$ cat src/rtl/tmr_link_pkg.sv
package tmr_link_pkg;
    localparam int ADDR_W  = 4;
    localparam int MMS_W   = 3;
    localparam int SMS_W   = 3;
    localparam int TS_W    = 5;
    localparam int MMS_LSB = 4;
    localparam int SMS_LSB = 0;
    localparam int TS_LSB  = 4;

    typedef enum logic [ADDR_W-1:0] {
        REG_M_CTRL = 4'd0,
        REG_M_PSC  = 4'd1,
        REG_M_ARR  = 4'd2,
        REG_M_CNT  = 4'd3,
        REG_S_CTRL = 4'd4,
        REG_S_MODE = 4'd5,
        REG_S_PSC  = 4'd6,
        REG_S_CNT  = 4'd7,
        REG_S_ARR  = 4'd8,
        REG_S_STAT = 4'd9
    } reg_addr_e;

    localparam logic [MMS_W-1:0] MMS_UPDATE  = 3'b010;
    localparam logic [SMS_W-1:0] SMS_TRIGGER = 3'b110;
    localparam logic [TS_W-1:0]  TS_MASTER   = 5'b00000;
endpackage

$ cat src/rtl/tmr_count_core.sv
module tmr_count_core #(
    parameter int W = 16
) (
    input  logic         clk,
    input  logic         rst_n,
    input  logic         en,
    input  logic         cnt_wr,
    input  logic [W-1:0] cnt_wdata,
    input  logic [W-1:0] psc_pre,
    input  logic [W-1:0] arr_pre,
    output logic [W-1:0] cnt,
    output logic         update
);
    typedef struct packed {
        logic [W-1:0] div;
        logic [W-1:0] psc_sh;
        logic [W-1:0] arr_sh;
        logic [W-1:0] cnt;
        logic         upd;
    } core_t;

    core_t s_d, s_q;
    logic  tick;
    logic  wrap;

    always_comb begin
        s_d     = s_q;
        s_d.upd = 1'b0;
        tick    = 1'b0;
        if (!en) begin
            s_d.div = '0;
        end else if (s_q.div == s_q.psc_sh) begin
            s_d.div = '0;
            tick    = 1'b1;
        end else begin
            s_d.div = s_q.div + 1'b1;
        end
        wrap = tick && (s_q.cnt == s_q.arr_sh);
        if (cnt_wr) begin
            s_d.cnt = cnt_wdata;
        end else if (tick) begin
            s_d.cnt = wrap ? '0 : s_q.cnt + 1'b1;
        end
        if ((wrap && !cnt_wr) || !en) begin
            s_d.psc_sh = psc_pre;
            s_d.arr_sh = arr_pre;
        end
        if (wrap && !cnt_wr) begin
            s_d.upd = 1'b1;
        end
    end

    always_ff @(posedge clk or negedge rst_n) begin
        if (!rst_n) begin
            s_q        <= '0;
            s_q.arr_sh <= '1;
        end else begin
            s_q <= s_d;
        end
    end

    assign cnt    = s_q.cnt;
    assign update = s_q.upd;

    AST_UPDATE_AT_ZERO: assert property (@(posedge clk) disable iff (!rst_n)
        s_q.upd |-> (s_q.cnt == '0));
    AST_HOLD_WHEN_STOPPED: assert property (@(posedge clk) disable iff (!rst_n)
        (!en && !cnt_wr) |=> $stable(s_q.cnt));
    AST_SINGLE_STEP: assert property (@(posedge clk) disable iff (!rst_n)
        (en && !cnt_wr && (s_q.cnt != s_q.arr_sh)) |=>
        ((s_q.cnt == $past(s_q.cnt)) || (s_q.cnt == W'($past(s_q.cnt) + 1'b1))));
endmodule

$ cat src/rtl/tmr_trig_detect.sv
module tmr_trig_detect import tmr_link_pkg::*; (
    input  logic             clk,
    input  logic             rst_n,
    input  logic             trig_master,
    input  logic [TS_W-1:0]  sel,
    input  logic [SMS_W-1:0] mode,
    output logic             hit
);
    typedef struct packed {
        logic sync;
        logic prev;
    } det_t;

    det_t d_d, d_q;
    logic trig_sel;

    always_comb begin
        trig_sel  = (sel == TS_MASTER) ? trig_master : 1'b0;
        d_d.sync  = trig_sel;
        d_d.prev  = d_q.sync;
        hit       = d_q.sync && !d_q.prev && (mode == SMS_TRIGGER);
    end

    always_ff @(posedge clk or negedge rst_n) begin
        if (!rst_n) d_q <= '0;
        else        d_q <= d_d;
    end

    AST_HIT_NEEDS_MODE: assert property (@(posedge clk) disable iff (!rst_n)
        hit |-> (mode == SMS_TRIGGER));
endmodule

$ cat src/rtl/tmr_link_top.sv
module tmr_link_top import tmr_link_pkg::*; #(
    parameter int W = 16
) (
    input  logic              clk,
    input  logic              rst_n,
    input  logic              wr_en,
    input  logic [ADDR_W-1:0] wr_addr,
    input  logic [W-1:0]      wr_data,
    input  logic [ADDR_W-1:0] rd_addr,
    output logic [W-1:0]      rd_data,
    output logic              trgo
);
    typedef struct packed {
        logic             m_en;
        logic [MMS_W-1:0] m_mms;
        logic [W-1:0]     m_psc;
        logic [W-1:0]     m_arr;
        logic             s_en;
        logic [SMS_W-1:0] s_sms;
        logic [TS_W-1:0]  s_ts;
        logic [W-1:0]     s_psc;
        logic [W-1:0]     s_arr;
        logic             s_tif;
    } regs_t;

    regs_t r_d, r_q;
    logic [W-1:0] m_cnt, s_cnt;
    logic         m_upd, s_upd;
    logic         m_cnt_wr, s_cnt_wr;
    logic         hit;
    logic         flag_clr;

    assign m_cnt_wr = wr_en && (wr_addr == REG_M_CNT);
    assign s_cnt_wr = wr_en && (wr_addr == REG_S_CNT);
    assign flag_clr = wr_en && (wr_addr == REG_S_STAT) && !wr_data[0];
    assign trgo     = m_upd && (r_q.m_mms == MMS_UPDATE);

    tmr_count_core #(.W(W)) u_master (
        .clk(clk), .rst_n(rst_n), .en(r_q.m_en),
        .cnt_wr(m_cnt_wr), .cnt_wdata(wr_data),
        .psc_pre(r_q.m_psc), .arr_pre(r_q.m_arr),
        .cnt(m_cnt), .update(m_upd)
    );

    tmr_count_core #(.W(W)) u_slave (
        .clk(clk), .rst_n(rst_n), .en(r_q.s_en),
        .cnt_wr(s_cnt_wr), .cnt_wdata(wr_data),
        .psc_pre(r_q.s_psc), .arr_pre(r_q.s_arr),
        .cnt(s_cnt), .update(s_upd)
    );

    tmr_trig_detect u_det (
        .clk(clk), .rst_n(rst_n), .trig_master(trgo),
        .sel(r_q.s_ts), .mode(r_q.s_sms), .hit(hit)
    );

    always_comb begin
        r_d = r_q;
        if (wr_en) begin
            case (wr_addr)
                REG_M_CTRL: begin
                    r_d.m_en  = wr_data[0];
                    r_d.m_mms = wr_data[MMS_LSB +: MMS_W];
                end
                REG_M_PSC:  r_d.m_psc = wr_data;
                REG_M_ARR:  r_d.m_arr = wr_data;
                REG_S_CTRL: r_d.s_en  = wr_data[0];
                REG_S_MODE: begin
                    r_d.s_sms = wr_data[SMS_LSB +: SMS_W];
                    r_d.s_ts  = wr_data[TS_LSB +: TS_W];
                end
                REG_S_PSC:  r_d.s_psc = wr_data;
                REG_S_ARR:  r_d.s_arr = wr_data;
                default: ;
            endcase
        end
        if (flag_clr) r_d.s_tif = 1'b0;
        if (hit) begin
            r_d.s_en  = 1'b1;
            r_d.s_tif = 1'b1;
        end
    end

    always_ff @(posedge clk or negedge rst_n) begin
        if (!rst_n) begin
            r_q       <= '0;
            r_q.m_arr <= '1;
            r_q.s_arr <= '1;
        end else begin
            r_q <= r_d;
        end
    end

    always_comb begin
        rd_data = '0;
        case (rd_addr)
            REG_M_CTRL: begin
                rd_data[0]                 = r_q.m_en;
                rd_data[MMS_LSB +: MMS_W]  = r_q.m_mms;
            end
            REG_M_PSC:  rd_data = r_q.m_psc;
            REG_M_ARR:  rd_data = r_q.m_arr;
            REG_M_CNT:  rd_data = m_cnt;
            REG_S_CTRL: rd_data[0] = r_q.s_en;
            REG_S_MODE: begin
                rd_data[SMS_LSB +: SMS_W]  = r_q.s_sms;
                rd_data[TS_LSB +: TS_W]    = r_q.s_ts;
            end
            REG_S_PSC:  rd_data = r_q.s_psc;
            REG_S_CNT:  rd_data = s_cnt;
            REG_S_ARR:  rd_data = r_q.s_arr;
            REG_S_STAT: rd_data[0] = r_q.s_tif;
            default:    rd_data = '0;
        endcase
    end

    AST_TRIG_STARTS_SLAVE: assert property (@(posedge clk) disable iff (!rst_n)
        hit |=> r_q.s_en);
    AST_TRIG_SETS_FLAG: assert property (@(posedge clk) disable iff (!rst_n)
        hit |=> r_q.s_tif);
    AST_FLAG_STICKY: assert property (@(posedge clk) disable iff (!rst_n)
        (r_q.s_tif && !flag_clr) |=> r_q.s_tif);
    AST_RUN_HELD: assert property (@(posedge clk) disable iff (!rst_n)
        (r_q.s_en && !(wr_en && (wr_addr == REG_S_CTRL))) |=> r_q.s_en);
    AST_SLAVE_WRAP_ZERO: assert property (@(posedge clk) disable iff (!rst_n)
        s_upd |-> (s_cnt == '0));
    AST_TRGO_SINGLE: assert property (@(posedge clk) disable iff (!rst_n)
        (trgo && (r_q.m_arr != '0)) |=> !trgo);
endmodule

$ cat config.mk
export PLATFORM = sky130hd
export DESIGN_NAME = tmr_link_top
export DESIGN_NICKNAME = d
export VERILOG_FILES = /design/src/rtl/tmr_link_pkg.sv /design/src/rtl/tmr_count_core.sv /design/src/rtl/tmr_trig_detect.sv /design/src/rtl/tmr_link_top.sv
export SDC_FILE = /design/constraint.sdc
export NUM_CORES = 1
export LEC_CHECK = 0
export BUFFER_PORTS_ARGS = -buffer_cell sky130_fd_sc_hd__buf_4
export CAP_MARGIN = 25
export CORE_ASPECT_RATIO = 0.6
export CORE_MARGIN = 5
export CORE_UTILIZATION = 30
export DETAILED_ROUTE_END_ITERATION = 6
export GPL_TIMING_DRIVEN = 0
export SETUP_SLACK_MARGIN = 0.2
export SYNTH_ARGS = -nofsm -noshare
export SYNTH_HDL_FRONTEND = slang
export SYNTH_SLANG_ARGS = --single-unit
export TNS_END_PERCENT = 30
$ cat constraint.sdc
create_clock -name clk -period 7.1 [get_ports clk]
set_clock_uncertainty 0.2 [all_clocks]
set_input_delay 0.71 -clock clk [delete_from_list [all_inputs] [get_ports clk]]
set_output_delay 0.71 -clock clk [all_outputs]
set_load 0.01 [all_outputs]
Yosys cells after proc, flatten, opt, wreduce, memory -nomap -nowiden

Index checks and enable logic that the tools add are counted.

Muxes and demuxes: 30
Order comparisons: 0
Bitwise operators: 0
Add/subtract/negate cells: 4
Divide/modulo/power cells: 0
Eq/ne operators: 24
Shifts and indexed selects: 0
$mul: 0
Reductions and logical operators: 34

Operators by type and width:

| operator                                                               | number |
|---|---|
| 16-bit two-way mux                                                     | 12 |
| 16-bit by 1-bit adder with 16-bit output (second input constant)       | 4 |
| 16-bit equality test                                                   | 4 |
| 7-bit case mux with 6 select lines                                     | 1 |
| 41-bit two-way mux                                                     | 1 |
| 4-bit by 3-bit equality test with 1-bit output (second input constant) | 8 |
| 2-bit case mux with 7 select lines                                     | 2 |
| 3-bit case mux with 8 select lines                                     | 1 |
| 4-bit by 2-bit equality test with 1-bit output (second input constant) | 4 |
| 4-bit equality test (second input constant)                            | 4 |
| 2-bit AND reduction                                                    | 7 |
| 1-bit logical AND                                                      | 11 |
| 1-bit two-way mux                                                      | 10 |
| 1-bit case mux with 10 select lines                                    | 1 |
| 2-bit nonzero test                                                     | 5 |
| 4-bit by 1-bit equality test with 1-bit output (second input constant) | 2 |
| 4-bit logical NOT                                                      | 2 |
| 8-bit two-way mux                                                      | 1 |
| 1-bit logical NOT                                                      | 6 |
| 1-bit case mux with 6 select lines                                     | 1 |
| 5-bit logical NOT                                                      | 1 |
| 3-bit by 2-bit equality test with 1-bit output (second input constant) | 1 |
| 3-bit equality test (second input constant)                            | 1 |
| 1-bit logical OR                                                       | 2 |

Logic and storage cells: 113
Memories kept: 0
Input port bits: 27
Bits in writable memories: 0
Output and inout port bits: 17
Register bits: 209
Latch bits: 0
ROM bits: 0

Logic depth before layout (Yosys ltp)

Depth in word-level cells: 7
Gate-level depth with buffers: 9

Modules after synthesis

A second synthesis with hierarchy kept.

Cell total of the unflattened synthesis: 1000
Area, all modules: 11360.9 sq um

Modules (own cells, without submodules):

| module          | times used | seq. area each (sq um) | cells an instance | area an instance (sq um) |
|---|---|---|---|---|
| tmr_count_core  | 2          | 1646.6                 | 344               | 3583.4 |
| tmr_link_top    | 1          | 1991.9                 | 306               | 4108.9 |
| tmr_trig_detect | 1          | 50.0                   | 6                 | 85.1 |

Least setup slack after synthesis

Ideal clock, no wire load.

Path type: in2out
Start: input port rd_addr[1]
End: output port rd_data[0]
Arrival: 2.094 ns
Setup slack: 4.096 ns
Stages: 5
Data required time: 6.190 ns
Cells stage by stage: clkbuf_1 nor4b_1 clkbuf_1 a222oi_1 nand3_1

Longest elaborated chain between the ends: 2
Elaborated cells between the ends (all ways): 11
Classes of those cells: eq/ne (9); mux (1); reduce/logical (1)

Ends and longest elaborated chain:

| element                                     | RTL line           | RTL |
|---|---|---|
| start: declaration                          | tmr_link_top.sv:9  | `input logic [ADDR_W-1:0] rd_addr,` |
| 4-bit equality test (tied with other cells) | tmr_link_top.sv:96 | `case (rd_addr)` |
| 1-bit case mux with 10 select lines *       | tmr_link_top.sv:96 |  |
| end: declaration                            | tmr_link_top.sv:10 | `output logic [W-1:0] rd_data,` |

Every way passes the cells marked *; elsewhere a longest branch is shown, timed or not.

Worst setup path after layout

Start: input port rd_addr[1]
End: output port rd_data[10]

Longest elaborated chain between the ends: 2
Elaborated cells between the ends (all ways): 7
Classes of those cells: eq/ne (6); mux (1)

Ends and longest elaborated chain:

| element                                     | RTL line |
|---|---|
| 4-bit equality test (tied with other cells) | tmr_link_top.sv:96 |
| 7-bit case mux with 6 select lines *        | tmr_link_top.sv:96 |

Marked as above.

==> results.cfg <==
[cells_and_area]
n_antenna_cell = 0
area_growth_pct = 16.1
multi_input_area_um2 = 4810
final_nets = 1008
layout.area.seq_um2 = 5310
layout.filler_cells = 3374
post_route_cells_drive_above_1_share_pct = 26.5

[timing]
period_utilization_post_route_pct = 61.5
fin_hold_viols = 10
setup_violations = 0
rsz0062_at_grt = no
final_period_minus_worst_setup_slack_ns = 4.37
slew_headroom_pct = 29.4
timing_max_transition_violations_final = 0
tightest_slew_ns = 1.06
finalSetupTns_ns = 0
timing.fmax_mhz = 229
finalHoldWorstSlack_ns = -0.0222

[power]
internal_power_uw = 2810
comb_power_share_pct = 23.7
power.switching_fraction_pct = 32.4
p_switching_uw = 1350
pwr-share-clk_pct = 29.2
finalPower_uw = 4160
power_density_nw_per_um2 = 346
power.ir.vdd_worst_mv = 0.143
p_seq_share_pct = 47.2
power_leakage_uw = 0.00484

[clock_network]
cts-htree-levels = 1
post-cts-setup-buffers = 0
cts.sink_count = 209
cts_resized = 0
clock_tree_from_tritoncts = done
cts_max_path_buffers = 3
worst_path_clk_slew_ns = 0.06
clock-root-buffer = clkbuf_16
cts_hold_repair.buffers = 0
clock_latency_ns = 0.52
cts_buffers = 20

[synthesis]
syn_inst = 909
synth.largest_area_cell = dfrtp_1
synth_top_cells_by_count = dfrtp_1, mux2_2, nor2_1
synth-warning-count = 0
synth_nets = 940
synth.avg_cell_area_um2 = 11.4
synth_edf_count = 0
synthTopCellsByArea = dfrtp_1, dfstp_2, mux2_2
ys_dominant_reg_cell = dfrtp_1
synth-async-reset-ratio_pct = 100
synth-seq-cells = 209
area_share_of_the_largest_cell_type_after_synthesis_pct = 35.0
post_synth_num_cell_types = 55
syn_area_um2 = 10400
sequential_area_share_after_synthesis_pct = 51.2
synth.most_common_cell = dfrtp_1

[run_status]
violations = negative hold slack
outcome = finished with violations

[setup_path]
path_max_fanout = 10
worst_setup_path_startpoint = rd_addr[1]
timing.rr.start = u_master.cnt[12]$_DFFE_PN0P_
critPathSlowestCell = nor4b_1
cp.required_ns = 6.19
crit_path_end_kind = primary output
worst_r2r_path_depth = 7
timing.critical_path.arrival_ns = 3.46
critical_path_class = in -> out
cp_cell_sequence = buf_4 > clkbuf_1 > nor4b_1 > clkdlybuf4s18_2 > clkbuf_1 > a222oi_1 > o31ai_1 > buf_4
cpPeakStageDelay_ns = 0.65
r2r_slack_ns = 3.45
timing.rr.end = u_master.s_q[47]$_DFFE_PN0P_
last_element_of_the_critical_path = rd_data[10]
start_kind = primary input

[detailed_routing]
drt-initial-drc-count = 1051
post-route-drc-count = 0
routedWlPerCell_um = 22.1
route.final.wire_length_mm = 32.1
vias_per_cell = 5.39
detailroute.via_count = 7820
first_pass_iters = 6
antenna_viol_nets_final = 0

[placed_design]
io_buffers = 40
dp.final_hpwl_mm = 23.8
gpl.final_weighted_congestion = 0.951

[global_routing]
grt.overflow.total = 0
met3_usage_pct = 6.08
use_met2_pct = 18.4
busiest_metal_layer_after_global_routing = met1
met1_usage_pct = 27.9
number_of_antenna_violations_at_the_first_check_in_global_routing = 0
grt_start_max_net_pins = 122
grt_util_all_layers_pct = 16.2
grt_first_pass_wirelength_mm = 48.1
grt_pass1_vias = 7232

[floorplan]
die_height_um = 154
coreArea_um2 = 33900
initial_core_utilization_pct = 30.6
std_cell_rows = 52
fp.dieArea_um2 = 38500
io_pins = 44
fp.dieW_um = 250

[min_path]
min_path_type = in -> async

[flow_run]
maxCapViolCount = 0
## cell families after synthesis
group	synth area share, %
AOI/OAI and AO/OA	8.23
xor gates and xnor gates	7.86
adders and majority gates	0.483
buffers and inverters	2.33
DFF	51.2
muxes	15.4
and+or+nand+nor	14.5
## power groups by stage
stage | logic [uW] | registers [uW] | clock network [uW]
4_1_cts | 973 | 1950 | 1240
3_3_place_gp | 945 | 1960 | 0
2_1_floorplan | 709 | 1830 | 0
5_1_grt | 1070 | 2010 | 1290
6_report | 984 | 1960 | 1210
3_5_place_dp | 964 | 1970 | 0
## critical path, delay by kind of cell
family,cells,cell delay [ns]
AO/OA/AOI/OAI,2,0.51
buffers and inverters,5,1.57
AND/OR/NAND/NOR,1,0.65
## stage by stage
stage | instances | worst slack [ns] | utilization, % | cell area [um^2] | hold WS (ns)
2_1_floorplan | 909 | 4.10 | - | 10400 | 0.147
3_3_place_gp | 1408 | 2.58 | 33.2 | 11200 | 0.155
3_5_place_dp | 1412 | 2.90 | 33.3 | 11300 | 0.167
4_1_cts | 1448 | 2.89 | 35.5 | 12000 | 0.0308
5_1_grt | 1450 | 2.68 | 35.5 | 12000 | 0.0488
6_report | 1450 | 2.73 | 35.5 | 12000 | -0.0222
## layer usage
metal	part of all wire (%)	vias to the layer above
met5	0	-
met4	1.2	0
met3	12	22
met2	34	354
met1	53	3988
li1	-	3456
## state kept, by name, indices dropped and copies added, names as in the netlist
register and flops:
u_master.s_q 48, u_det.d_d 1, r_q 78, u_slave.cnt 16, u_det.d_q 1, u_master.update 1
u_master.cnt 16, u_slave.s_q 48
## cells in the final DEF, fill, tap and decap left out, types with 12 or more instances in the layout
master	Yosys	final
or3_1	12	12
a31oi_1	30	30
nand3_1	34	34
clkbuf_16	0	21
xnor2_1	59	59
nor2_1	88	88
a222oi_1	24	24
buf_4	3	42
dfrtp_1	145	145
mux2_1	39	39
dfstp_2	64	64
o21ai_0	28	28
nand4_1	19	19
mux2_2	100	100
and3_1	15	15
xor2_1	34	34
nand2_1	46	46
clkbuf_1	40	42
## cell type report
| class | count | share of cell area (%) |
|---|---|---|
| buffer | 49 | 1.73 |
| clock buffer | 26 | 4.77 |
| clock inverter | 10 | 1.29 |
| inverter | 9 | 0.281 |
| multi-input combinational | 642 | 40.0 |
| sequential | 209 | 44.1 |
| tap | 459 | 4.77 |
| timing repair buffer | 46 | 3.06 |
## worst min path at each step
| stage | from | slack, ns | to | depth (start not counted) |
|---|---|---|---|---|
| after global routing | rst_n | 0.05 | u_master.s_q[50]$_DFF_PN0_ | 1 |
| final | rst_n | -0.02 | u_master.s_q[50]$_DFF_PN0_ | 1 |
| after CTS | rst_n | 0.03 | r_q[35]$_DFFE_PN0P_ | 1 |
| after global placement | u_det.d_d[0]$_DFF_PN0_ | 0.16 | u_det.d_q[0]$_DFF_PN0_ | 0 |
| after detailed placement | u_det.d_d[0]$_DFF_PN0_ | 0.17 | u_det.d_q[0]$_DFF_PN0_ | 0 |
| after floorplan | u_det.d_d[0]$_DFF_PN0_ | 0.15 | u_det.d_q[0]$_DFF_PN0_ | 0 |
Note: power is estimated with default switching activity, not from simulation.
